## config.mk

```make
export PLATFORM = sky130hd
export DESIGN_NAME = miss_merge_buf
export DESIGN_NICKNAME = d
export VERILOG_FILES = /design/src/rtl/mmb_pkg.sv /design/src/rtl/mmb_lowest.sv /design/src/rtl/mmb_sat_cnt.sv /design/src/rtl/mmb_l2_arb.sv /design/src/rtl/mmb_entry.sv /design/src/rtl/miss_merge_buf.sv
export SDC_FILE = /design/constraint.sdc
export NUM_CORES = 1
export LEC_CHECK = 0
export ABC_AREA = 1
export BUFFER_PORTS_ARGS = -buffer_cell sky130_fd_sc_hd__buf_2
export CORE_ASPECT_RATIO = 0.6
export CORE_MARGIN = 8
export CORE_UTILIZATION = 64
export DETAILED_ROUTE_END_ITERATION = 12
export PLACE_DENSITY = 0.86
export SYNTH_ARGS = -nofsm -noshare
export SYNTH_HDL_FRONTEND = slang
export SYNTH_HIERARCHICAL = 1
export SYNTH_SLANG_ARGS = --single-unit
export TNS_END_PERCENT = 1
```

## constraint.sdc

```tcl
create_clock -name clk -period 4.9 [get_ports clk]
set_input_delay 0.735 -clock clk [delete_from_list [all_inputs] [get_ports clk]]
set_output_delay 0.735 -clock clk [all_outputs]
set_load 0.005 [all_outputs]
```

## src/rtl/mmb_pkg.sv

```systemverilog
package mmb_pkg;
   // Life cycle of one fill-buffer entry
   typedef enum logic [1:0] {
      ENT_FREE  = 2'd0,
      ENT_WAIT  = 2'd1,   // allocated, line request not yet accepted
      ENT_OUT   = 2'd2,   // line request accepted, awaiting fill
      ENT_DRAIN = 2'd3    // fill received, answering requesters
   } ent_st_e;
endpackage

```

## src/rtl/mmb_lowest.sv

```systemverilog
module mmb_lowest #(
   parameter int N  = 4,
   parameter int IW = 2
) (
   input  logic [N-1:0]  vec,
   output logic [IW-1:0] idx,
   output logic          any
);
   always_comb begin
      idx = '0;
      for (int i = N - 1; i >= 0; i--) begin
         if (vec[i]) idx = IW'(i);
      end
   end
   assign any = |vec;
endmodule

```

## src/rtl/mmb_sat_cnt.sv

```systemverilog
module mmb_sat_cnt #(
   parameter int W = 32
) (
   input  logic         clk,
   input  logic         rst_n,
   input  logic         clr,
   input  logic         inc,
   output logic [W-1:0] cnt
);
   always_ff @(posedge clk or negedge rst_n) begin
      if (!rst_n)                    cnt <= '0;
      else if (clr)                  cnt <= '0;
      else if (inc && (cnt != '1))   cnt <= cnt + W'(1);
   end
endmodule

```

## src/rtl/mmb_l2_arb.sv

```systemverilog
module mmb_l2_arb #(
   parameter int NUM_ENT = 4,
   parameter int IDX_W   = 2
) (
   input  logic [NUM_ENT-1:0] wait_vec,
   input  logic               st_valid,
   input  logic               l2_ready,
   output logic               miss_sel,
   output logic [IDX_W-1:0]   gnt_idx,
   output logic               l2_valid,
   output logic               st_ready
);
   // line requests always win over forwarded stores
   mmb_lowest #(.N(NUM_ENT), .IW(IDX_W)) u_pick (
      .vec (wait_vec),
      .idx (gnt_idx),
      .any (miss_sel)
   );
   assign l2_valid = miss_sel || st_valid;
   assign st_ready = !miss_sel && l2_ready;
endmodule

```

## src/rtl/mmb_entry.sv

```systemverilog
module mmb_entry
   import mmb_pkg::*;
#(
   parameter int LINE_W    = 26,
   parameter int TAG_W     = 6,
   parameter int MRG_DEPTH = 8
) (
   input  logic              clk,
   input  logic              rst_n,
   input  logic              alloc,
   input  logic              merge,
   input  logic [LINE_W-1:0] line_in,
   input  logic [TAG_W-1:0]  tag_in,
   input  logic              issue_ack,
   input  logic              cancel,
   input  logic              fill,
   input  logic              rsp_grant,
   output ent_st_e           state,
   output logic [LINE_W-1:0] line,
   output logic [TAG_W-1:0]  head_tag,
   output logic              full
);
   localparam int CNT_MW = $clog2(MRG_DEPTH + 1);
   localparam int PTR_W  = $clog2(MRG_DEPTH);

   logic [TAG_W-1:0]  tags [MRG_DEPTH];
   logic [CNT_MW-1:0] cnt;
   logic [PTR_W-1:0]  rd;
   logic [CNT_MW-1:0] last_pos;

   assign last_pos = cnt - CNT_MW'(1);
   assign full     = (cnt == CNT_MW'(MRG_DEPTH));
   assign head_tag = tags[rd];

   // requester list, written in arrival order
   always_ff @(posedge clk) begin
      if (alloc)      tags[0] <= tag_in;
      else if (merge) tags[cnt[PTR_W-1:0]] <= tag_in;
   end

   always_ff @(posedge clk or negedge rst_n) begin
      if (!rst_n) begin
         state <= ENT_FREE;
         line  <= '0;
         cnt   <= '0;
         rd    <= '0;
      end else begin
         unique case (state)
            ENT_FREE: begin
               if (alloc) begin
                  state <= ENT_WAIT;
                  line  <= line_in;
                  cnt   <= CNT_MW'(1);
                  rd    <= '0;
               end
            end
            ENT_WAIT: begin
               if (merge) cnt <= cnt + CNT_MW'(1);
               if (issue_ack)   state <= ENT_OUT;
               else if (cancel) state <= ENT_FREE;
            end
            ENT_OUT: begin
               if (merge) cnt <= cnt + CNT_MW'(1);
               if (fill) begin
                  state <= ENT_DRAIN;
                  rd    <= '0;
               end
            end
            ENT_DRAIN: begin
               if (rsp_grant) begin
                  if (CNT_MW'(rd) == last_pos) state <= ENT_FREE;
                  else                         rd    <= rd + PTR_W'(1);
               end
            end
            default: state <= ENT_FREE;
         endcase
      end
   end
endmodule

```

## src/rtl/miss_merge_buf.sv

```systemverilog
module miss_merge_buf
   import mmb_pkg::*;
#(
   parameter int ADDR_W     = 32,
   parameter int DATA_W     = 32,
   parameter int TAG_W      = 6,
   parameter int NUM_ENT    = 4,
   parameter int MRG_DEPTH  = 8,
   parameter int LINE_BYTES = 64,
   parameter int CNT_W      = 32,
   localparam int IDX_W     = $clog2(NUM_ENT)
) (
   input  logic              clk,
   input  logic              rst_n,
   input  logic              miss_valid,
   output logic              miss_ready,
   input  logic [ADDR_W-1:0] miss_addr,
   input  logic [TAG_W-1:0]  miss_tag,
   output logic [IDX_W-1:0]  miss_idx,
   input  logic              cancel_valid,
   input  logic [IDX_W-1:0]  cancel_idx,
   input  logic              st_valid,
   output logic              st_ready,
   input  logic [ADDR_W-1:0] st_addr,
   input  logic [DATA_W-1:0] st_data,
   output logic              l2_req_valid,
   input  logic              l2_req_ready,
   output logic              l2_req_is_st,
   output logic [ADDR_W-1:0] l2_req_addr,
   output logic [DATA_W-1:0] l2_req_data,
   output logic [IDX_W-1:0]  l2_req_id,
   input  logic              fill_valid,
   input  logic [IDX_W-1:0]  fill_idx,
   output logic              rsp_valid,
   output logic [TAG_W-1:0]  rsp_tag,
   output logic [IDX_W-1:0]  rsp_idx,
   input  logic              cnt_clear,
   output logic [CNT_W-1:0]  cnt_l1_miss,
   output logic [CNT_W-1:0]  cnt_l2_acc,
   output logic [CNT_W-1:0]  cnt_squash
);
   localparam int OFF_W  = $clog2(LINE_BYTES);
   localparam int LINE_W = ADDR_W - OFF_W;

   // elaboration-time parameter checks
   if (NUM_ENT < 2)                        begin : g_bad_ent  $error("NUM_ENT must be at least 2"); end
   if (MRG_DEPTH < 2)                      begin : g_bad_mrg  $error("MRG_DEPTH must be at least 2"); end
   if ((1 << OFF_W) != LINE_BYTES)         begin : g_bad_line $error("LINE_BYTES must be a power of two"); end
   if (LINE_W < 1)                         begin : g_bad_addr $error("ADDR_W must exceed the line offset"); end
   if (CNT_W < 2)                          begin : g_bad_cnt  $error("CNT_W must be at least 2"); end

   logic [LINE_W-1:0] miss_line;
   logic [OFF_W-1:0]  unused_off;
   assign miss_line  = miss_addr[ADDR_W-1:OFF_W];
   assign unused_off = miss_addr[OFF_W-1:0];

   ent_st_e           est   [NUM_ENT];
   logic [LINE_W-1:0] eline [NUM_ENT];
   logic [TAG_W-1:0]  ehead [NUM_ENT];
   logic [NUM_ENT-1:0] efull, match_v, free_v, wait_v, drain_v;
   logic [NUM_ENT-1:0] alloc_v, merge_v, ack_v, cancel_v, fill_v, grant_v;

   logic [IDX_W-1:0] hit_idx, free_idx, drain_idx, gnt_idx;
   logic             hit_any, free_any, drain_any, miss_sel, accept;

   // entry array
   for (genvar g = 0; g < NUM_ENT; g++) begin : g_ent
      assign match_v[g]  = ((est[g] == ENT_WAIT) || (est[g] == ENT_OUT)) && (eline[g] == miss_line);
      assign free_v[g]   = (est[g] == ENT_FREE);
      assign wait_v[g]   = (est[g] == ENT_WAIT);
      assign drain_v[g]  = (est[g] == ENT_DRAIN);
      assign alloc_v[g]  = accept && !hit_any && (free_idx == IDX_W'(g));
      assign merge_v[g]  = accept &&  hit_any && (hit_idx  == IDX_W'(g));
      assign ack_v[g]    = miss_sel && l2_req_ready && (gnt_idx == IDX_W'(g));
      assign cancel_v[g] = cancel_valid && (cancel_idx == IDX_W'(g));
      assign fill_v[g]   = fill_valid && (fill_idx == IDX_W'(g));
      assign grant_v[g]  = drain_any && (drain_idx == IDX_W'(g));

      mmb_entry #(
         .LINE_W    (LINE_W),
         .TAG_W     (TAG_W),
         .MRG_DEPTH (MRG_DEPTH)
      ) u_ent (
         .clk       (clk),
         .rst_n     (rst_n),
         .alloc     (alloc_v[g]),
         .merge     (merge_v[g]),
         .line_in   (miss_line),
         .tag_in    (miss_tag),
         .issue_ack (ack_v[g]),
         .cancel    (cancel_v[g]),
         .fill      (fill_v[g]),
         .rsp_grant (grant_v[g]),
         .state     (est[g]),
         .line      (eline[g]),
         .head_tag  (ehead[g]),
         .full      (efull[g])
      );
   end

   mmb_lowest #(.N(NUM_ENT), .IW(IDX_W)) u_hit   (.vec(match_v), .idx(hit_idx),   .any(hit_any));
   mmb_lowest #(.N(NUM_ENT), .IW(IDX_W)) u_free  (.vec(free_v),  .idx(free_idx),  .any(free_any));
   mmb_lowest #(.N(NUM_ENT), .IW(IDX_W)) u_drain (.vec(drain_v), .idx(drain_idx), .any(drain_any));

   // lookup and acceptance
   assign miss_ready = !cancel_valid && (hit_any ? !efull[hit_idx] : free_any);
   assign accept     = miss_valid && miss_ready;
   assign miss_idx   = hit_any ? hit_idx : free_idx;

   // shared downstream port
   mmb_l2_arb #(.NUM_ENT(NUM_ENT), .IDX_W(IDX_W)) u_arb (
      .wait_vec (wait_v),
      .st_valid (st_valid),
      .l2_ready (l2_req_ready),
      .miss_sel (miss_sel),
      .gnt_idx  (gnt_idx),
      .l2_valid (l2_req_valid),
      .st_ready (st_ready)
   );

   assign l2_req_is_st = !miss_sel;
   assign l2_req_addr  = miss_sel ? {eline[gnt_idx], {OFF_W{1'b0}}} : st_addr;
   assign l2_req_data  = miss_sel ? '0 : st_data;
   assign l2_req_id    = miss_sel ? gnt_idx : '0;

   // responses
   assign rsp_valid = drain_any;
   assign rsp_tag   = ehead[drain_idx];
   assign rsp_idx   = drain_idx;

   // event counters
   logic [2:0]       ev_inc;
   logic [CNT_W-1:0] ev_cnt [3];
   assign ev_inc[0] = accept;
   assign ev_inc[1] = l2_req_valid && l2_req_ready;
   assign ev_inc[2] = accept && hit_any;

   for (genvar c = 0; c < 3; c++) begin : g_cnt
      mmb_sat_cnt #(.W(CNT_W)) u_cnt (
         .clk   (clk),
         .rst_n (rst_n),
         .clr   (cnt_clear),
         .inc   (ev_inc[c]),
         .cnt   (ev_cnt[c])
      );
   end

   assign cnt_l1_miss = ev_cnt[0];
   assign cnt_l2_acc  = ev_cnt[1];
   assign cnt_squash  = ev_cnt[2];
endmodule

```

Word-level counts from Yosys, hierarchy flattened
Memories as Yosys holds them, arrays and structs flattened. Index checks and enable logic that the tools add are counted.

Reduce and logical (&&, ||, !) cells: 96. Bitwise operators: 2. Mux-type cells: 127. Magnitude comparators: 3. Equal/unequal tests: 73. $add $sub $neg: 15.

Operators with widths (count): 32-bit two-way mux (8); 26-bit equality test (4); 32-bit by 1-bit adder with 32-bit output (second input constant) (3); 32-bit != test (second input constant) (3); 2-bit two-way mux (42); 3-bit two-way mux (20); 26-bit binary-select mux with 2-bit select (1); 26-bit two-way mux (2); 2-bit equality test (second input constant) (20); 2-bit by 1-bit != test with 1-bit output (second input constant) (20); 5-bit AND reduction (8); 1-bit logical AND (38); 6-bit two-way mux (6); 3-bit one-hot mux with 3 select lines (4); 4-bit two-way mux (8); 2-bit one-hot mux with 4 select lines (4); 4-bit one-hot mux with 2 select lines (4); 1-bit two-way mux (26); 6-bit OR reduction (4); 2-bit by 1-bit equality test with 1-bit output (second input constant) (10); 2-bit logical NOT (10); 4-bit by 1-bit adder with 4-bit output (second input constant) (4); 3-bit by 4-bit equality test with 1-bit output (4); 4-bit equality test (second input constant) (4); 17 further kinds (59).

Input port bits: 114. Word-level logic and storage cells: 339. Memories: 4. Output and inout bits: 177. RAM bits: 192. Register bits: 236.

Memory list: g_ent[0].u_ent.tags (depth 8, width 6, rd ports 1, clocked after Yosys merged registers in 0, wr ports 1, RTL line mmb_entry.sv:26) `logic [TAG_W-1:0] tags [MRG_DEPTH];`; g_ent[1].u_ent.tags (depth 8, width 6, rd ports 1, clocked after Yosys merged registers in 0, wr ports 1, RTL line mmb_entry.sv:26); g_ent[2].u_ent.tags (depth 8, width 6, rd ports 1, clocked after Yosys merged registers in 0, wr ports 1, RTL line mmb_entry.sv:26); g_ent[3].u_ent.tags (depth 8, width 6, rd ports 1, clocked after Yosys merged registers in 0, wr ports 1, RTL line mmb_entry.sv:26).

Depth between registers and ports, before layout
Depth after elaboration: 20. Gate-level depth with buffers: 23.

By module
The synthesis kept the hierarchy.

Modules (own cells, without submodules): mmb_entry at g_ent[0].u_ent ... (times used 2, seq. area each 2317.2 sq um, cells an instance 306, area each 3614.7 sq um); mmb_entry at g_ent[1].u_ent ... (times used 2, seq. area each 2317.2 sq um, cells an instance 303, area each 3597.2 sq um); mmb_sat_cnt at g_cnt[1].u_cnt ... (times used 2, seq. area each 800.8 sq um, cells an instance 347, area each 2259.7 sq um); miss_merge_buf (times used 1, seq. area each 0.0 sq um, cells an instance 911, area each 3798.6 sq um); mmb_sat_cnt at g_cnt[0].u_cnt (times used 1, seq. area each 800.8 sq um, cells an instance 345, area each 2243.4 sq um); mmb_lowest (times used 4, seq. area each 0.0 sq um, cells an instance 9, area each 46.3 sq um); mmb_l2_arb (times used 1, seq. area each 0.0 sq um, cells an instance 5, area each 18.8 sq um).

Worst setup path before layout
Ideal clock, no wire load.

Kind: input port to flip-flop. Start point: input port miss_addr[18]. End point: memory g_ent[0].u_ent.tags[1][0], enable pin. Arrival time: 3089 ps. Slack: 1435 ps. Setup time: 377 ps. Required time: 4523 ps. Stages: 18. Cells stage by stage: clkbuf_1 > xnor2_1 > nand2_1 > nor2_1 > nand3_1 > nor2_1 > nand2_1 > a21oi_2 > inv_1 > nand3_1 > nand2_1 > nor2_1 > nand4_1 > nor2_1 > inv_1 > nor2_1 > inv_1 > nor3_1.

Cells in the longest elaborated chain, start to end: 19.

RTL lines: start: declaration (RTL line miss_merge_buf.sv:17) `input logic [ADDR_W-1:0] miss_addr,`; 26-bit equality test (*) (RTL line miss_merge_buf.sv:68) `assign match_v[g] = ((est[g] == ENT_WAIT) || (est[g] == ENT_OUT)) && (eline[g] == miss_line);`; 1-bit logical AND (*) (RTL line miss_merge_buf.sv:68); named net match_v[3] (RTL line miss_merge_buf.sv:60) `logic [NUM_ENT-1:0] efull, match_v, free_v, wait_v, drain_v;`; 2-bit two-way mux (*) (4 in a row) (RTL line mmb_lowest.sv:12) `if (vec[i]) idx = IW'(i);`; named net hit_idx[0] (RTL line miss_merge_buf.sv:63) `logic [IDX_W-1:0] hit_idx, free_idx, drain_idx, gnt_idx;`; 1-bit binary-select mux with 2-bit select (RTL line miss_merge_buf.sv:106) `assign miss_ready = !cancel_valid && (hit_any ? !efull[hit_idx] : free_any);`; 1-bit two-way mux (implied by the code) (RTL line miss_merge_buf.sv:106); 1-bit logical NOT (RTL line miss_merge_buf.sv:106); (+3 left out); 1-bit logical AND (RTL line miss_merge_buf.sv:73) `assign merge_v[g] = accept && hit_any && (hit_idx == IDX_W'(g));`; 1-bit logical AND (*) (RTL line miss_merge_buf.sv:73); named net merge_v[0] (RTL line miss_merge_buf.sv:61) `logic [NUM_ENT-1:0] alloc_v, merge_v, ack_v, cancel_v, fill_v, grant_v;`; 1-bit two-way mux (*) (RTL line mmb_entry.sv:38) `else if (merge) tags[cnt[PTR_W-1:0]] <= tag_in;`; 1-bit two-way mux (*) (RTL line mmb_entry.sv:37) `if (alloc) tags[0] <= tag_in;`; 1-bit two-way mux (implied by the code) (*) (RTL line mmb_entry.sv:38); 6-bit OR reduction (no source line); 3-bit two-way mux (no source line) / 1-bit two-way mux (equally long branches); end: declaration (RTL line mmb_entry.sv:26).

Mark *: on every way through the listed nets, which the timed path passes. The rest lies on a longest branch. The select of a mux whose other input is x is not followed.

Worst setup path after layout
Start point: register g_ent[1].u_ent.state[0]. End point: memory g_ent[0].u_ent.tags[4][2], enable pin.

Cells in the longest elaborated chain, start to end: 18.

RTL lines: start: declaration (RTL line mmb_entry.sv:18) `output ent_st_e state,`; start signal: assignment (RTL line mmb_entry.sv:43) `state <= ENT_FREE;`; start signal: assignment (RTL line mmb_entry.sv:51) `state <= ENT_WAIT;`; start signal: assignment (RTL line mmb_entry.sv:59) `if (issue_ack) state <= ENT_OUT;`; 2-bit by 1-bit equality test with 1-bit output / 2-bit equality test (equally long branches) (RTL line miss_merge_buf.sv:68); 1-bit logical OR (*) (RTL line miss_merge_buf.sv:68); 1-bit logical AND (*) (RTL line miss_merge_buf.sv:68); named net match_v[1] (RTL line miss_merge_buf.sv:60); 2-bit two-way mux (*) (2 in a row) (RTL line mmb_lowest.sv:12); named net hit_idx[0] (RTL line miss_merge_buf.sv:63); 1-bit binary-select mux with 2-bit select (RTL line miss_merge_buf.sv:106); 1-bit two-way mux (implied by the code) (RTL line miss_merge_buf.sv:106); (+4 left out); 1-bit logical AND (RTL line miss_merge_buf.sv:73); 1-bit logical AND (*) (RTL line miss_merge_buf.sv:73); named net merge_v[0] (RTL line miss_merge_buf.sv:61); 1-bit two-way mux (*) (RTL line mmb_entry.sv:38); 1-bit two-way mux (*) (RTL line mmb_entry.sv:37); 1-bit two-way mux (implied by the code) (*) (RTL line mmb_entry.sv:38); 6-bit OR reduction (no source line); 3-bit two-way mux (no source line) / 1-bit two-way mux (equally long branches).

Marked as above.

==> results.md <==
* Outcome: finished clean
* Combinational share of power at 38.0%
* Critical path's largest stage delay at 580 ps
* Vias in the first global route at 22100
* Startpoint types: flop
* Reg2reg setup slack at 640 ps
* TNS Setup at 0 ps
* First-pass GRT wire length at 119000 um
* Final nets at 3638
* Max Fclk at 235 MHz
* Post-route ant nets at 0
* Busiest layer in global routing: met2
* Post-CTS sizing at 0
* Top FF cell, synth: dfrtp_1
* Largest net degree at the start of global routing at 111
* Synth Instances at 3209
* Max VDD drop at 0.000351 V
* Grt met2 use at 48.8%
* Mapped cell area at 25200 um2
* PwrDens at 481 nW/um2
* Clk_lat worst skew at 560 ps
* Top cells by count, synth: nand2_1 (1050), nor2_1 (461), inv_1 (350)
* GR met1 Demand/Resource at 45.0%
* Tmin final at 4260 ps
* CTS Buf Count at 40
* Worst path slowest cell: nor2_1
* Number of remaining DRC errors at 0
* Full die area at 46200 um2
* CP Launch Point: g_ent[1].u_ent/state[0]
* Ys async rst share at 55.1%
* Sink Count at 428
* Iteration-0 DRC Markers at 3627
* Antenna violations before repair at 5
* Yosys warnings at 6
* Placer Congestion at 0.989
* Area Growth Syn to Fin at 12.9%
* Routed wire length at 75000 um
* Initial Util at 64.7%
* Worst path cell trace: inv_1 > ha_1 > a21boi_0 > nand2_1 > nor2_1 > nand3_1 > nor2_1 > inv_2 > a21oi_2 > inv_1 > nand3_1 > nand2_1 > nor2_1 > nand4_1 > buf_4 > nor2_1 > inv_1 > nor2_1 > nand3_1 > nor2_1
* Worst R2R End: g_ent[0].u_ent/tags[4][2]
* Tcrit/Tclk final at 86.9%
* Worst setup EP type: flop
* Setup bufs post-CTS at 0
* H-tree levels at 2
* CP max FO at 9
* CTS Root Cell: clkbuf_16
* Post-DP HPWL at 53600 um
* Post-synth top area share at 23.4%
* # rows at 56
* Internal power at 8.28 mW
* Crit path DAT at 4440 ps
* Final Power at 13.7 mW
* Die W at 272 um
* Post-synth EDFFs at 192
* Setup-failing EPs final at 0
* Total I/O pin count at 291
* Critical path data required time at 5090 ps
* Most frequent cell after synthesis: nand2_1
* Switching share of power at 39.4%
* Filler cells at 2962
* Max cap viols at 0
* CP most frequent cell: nor2_1
* Port-buffer cells at 284
* P_leak at 13.6 nW
* Largest buffer count on any clock path at 3
* Post-Synthesis Mean Instance Area at 7.85 um2
* Crit path capture: g_ent[0].u_ent/tags[4][2]
* Overall global routing resource usage at 31.7%
* Die Ht at 170 um
* CTS tree: built
* Met3 GRT Util at 6.61%
* Rel. slew slack at 27.7%
* RSZ-0062 raised after global routing: false
* Slew @ Worst Pin at 1080 ps
* Clock share of power at 26.0%
* Clk_skew at 24.4 ps
* Clk pin slew, worst setup/hold paths at 70 ps
* Vias/cell at 5.81
* Vias at 23400
* Syn Nets at 3374
* Pins over their slew limit at 0
* Yosys cell types at 47
* Sequential fraction of design power at 36.0%
* Top cells by area, synth: dfrtp_1 (23%), edfxtp_1 (23%), nand2_1 (16%)
* Hold Buf Count CTS at 0
* Share of layout cells above drive strength 1 at 16.4%
* Cell taking the most area after synthesis: dfrtp_1
* Sequential share of the synthesized area at 46.3%
* R2R Path Start: g_ent[1].u_ent/state[0]
* Hold Fails Final Rpt at 0
* Routed length per placed instance at 18.6 um
* First-pass iteration count of the detailed router at 9
* HP Class: in2async
* Pre-CTS setup slack at 697 ps
* GR Overflow Total at 0
* Final setup margin at 643 ps
* R2R cell count at 20
* Flops & latches, synth at 428
* Core ar. at 39000 um2
* Worst setup path class: reg2reg
* P_sw at 5.39 mW
## flip-flops by register name (all words and copies together), names as in the netlist, named ones only
signal             cells
g_ent.u_ent/rd        12
g_ent.u_ent/line     104
g_ent.u_ent/tags     192
g_ent.u_ent/cnt       16
g_cnt.u_cnt/cnt       96
g_ent.u_ent/state      4
## placed cells by master, fill, tap and decap left out, types with 19 or more instances in the layout
| cell | instances |
|---|---|
| a21oi_1 | 23 |
| buf_2 | 283 |
| buf_4 | 25 |
| clkbuf_16 | 40 |
| dfrtp_1 | 236 |
| edfxtp_1 | 192 |
| ha_1 | 51 |
| inv_1 | 350 |
| inv_2 | 28 |
| mux2_1 | 36 |
| mux2_2 | 68 |
| nand2_1 | 1050 |
| nand2_2 | 37 |
| nand3_1 | 156 |
| nand4_1 | 52 |
| nor2_1 | 461 |
| nor3_1 | 24 |
| o21ai_0 | 118 |
| o21ai_1 | 36 |
| o22ai_1 | 42 |
| o32ai_1 | 24 |
| xnor2_1 | 23 |
| xor2_1 | 19 |
## power groups by stage
stage	sequential, mW	combinational [mW]	clock [mW]
3_5_place_dp	4.96	5.07	0
6_report	4.92	5.19	3.56
3_3_place_gp	4.90	4.85	0
2_1_floorplan	4.75	3.45	0
5_1_grt	5.00	5.71	3.74
4_1_cts	4.90	5.11	3.59
## layout make-up
class,instances,area [um2],area share [%]
sequential,428,11700,41.0
multi-input combinational,2307,11500,40.5
timing repair buffer,310,1640,5.76
inverter,386,1470,5.16
clock buffer,51,1100,3.88
tap,522,653,2.30
clock inverter,22,383,1.35
antenna,6,15.0,0.0528
## critical path: cells and delay by family (launching register included)
| kind | cells | cell delay (ps) |
|---|---|---|
| AND/OR/NAND/NOR | 12 | 2030 |
| AO/OA/AOI/OAI | 2 | 420 |
| buffers and inverters | 5 | 540 |
| adder cells (fa/ha/maj) | 1 | 360 |
| flip-flops | 1 | 540 |
## worst min-delay path by stage
stage                            start                       to  slack, ps  cells past startpoint
6_report                         rst_n   g_cnt[1].u_cnt/cnt[27]        170                      1
5_1_grt                          rst_n   g_cnt[1].u_cnt/cnt[29]        290                      1
4_1_cts                          rst_n   g_cnt[1].u_cnt/cnt[31]        300                      1
3_5_place_dp   g_ent[0].u_ent/line[13]  g_ent[0].u_ent/line[13]        510                      1
3_3_place_gp   g_ent[2].u_ent/line[14]  g_ent[2].u_ent/line[14]        500                      1
2_1_floorplan                    rst_n    g_cnt[0].u_cnt/cnt[0]        440                      0
## cells by family (layout without fill, tap and decap cells)
logic type,after synthesis,in the layout,synth area share [%]
simple gates,1829,1829,30.4
buf+inv,474,769,7.97
compound gates,281,281,6.65
flops,428,428,46.3
fa+ha+maj,51,51,2.53
xor+xnor,42,42,1.46
other cells,0,6,0
mux,104,104,4.65
## metrics by stage
stage | cell area [um2] | instances | hold WS [ps] | util [%]
after floorplan | 25200 | 3209 | 439 | -
after global placement | 26900 | 3953 | 497 | 69.2
after detailed placement | 26900 | 3953 | 510 | 69.2
after CTS | 28400 | 4026 | 298 | 73.0
after global routing | 28400 | 4031 | 293 | 73.0
final | 28400 | 4032 | 174 | 73.0
## routing by layer
metal | part of all wire [%] | wire length (um)
met5 | 0 | 0
met2 | 44 | 33300
met4 | 3.1 | 2360
met1 | 41 | 30700
met3 | 12 | 8670
(Power assumes the default switching activity.)
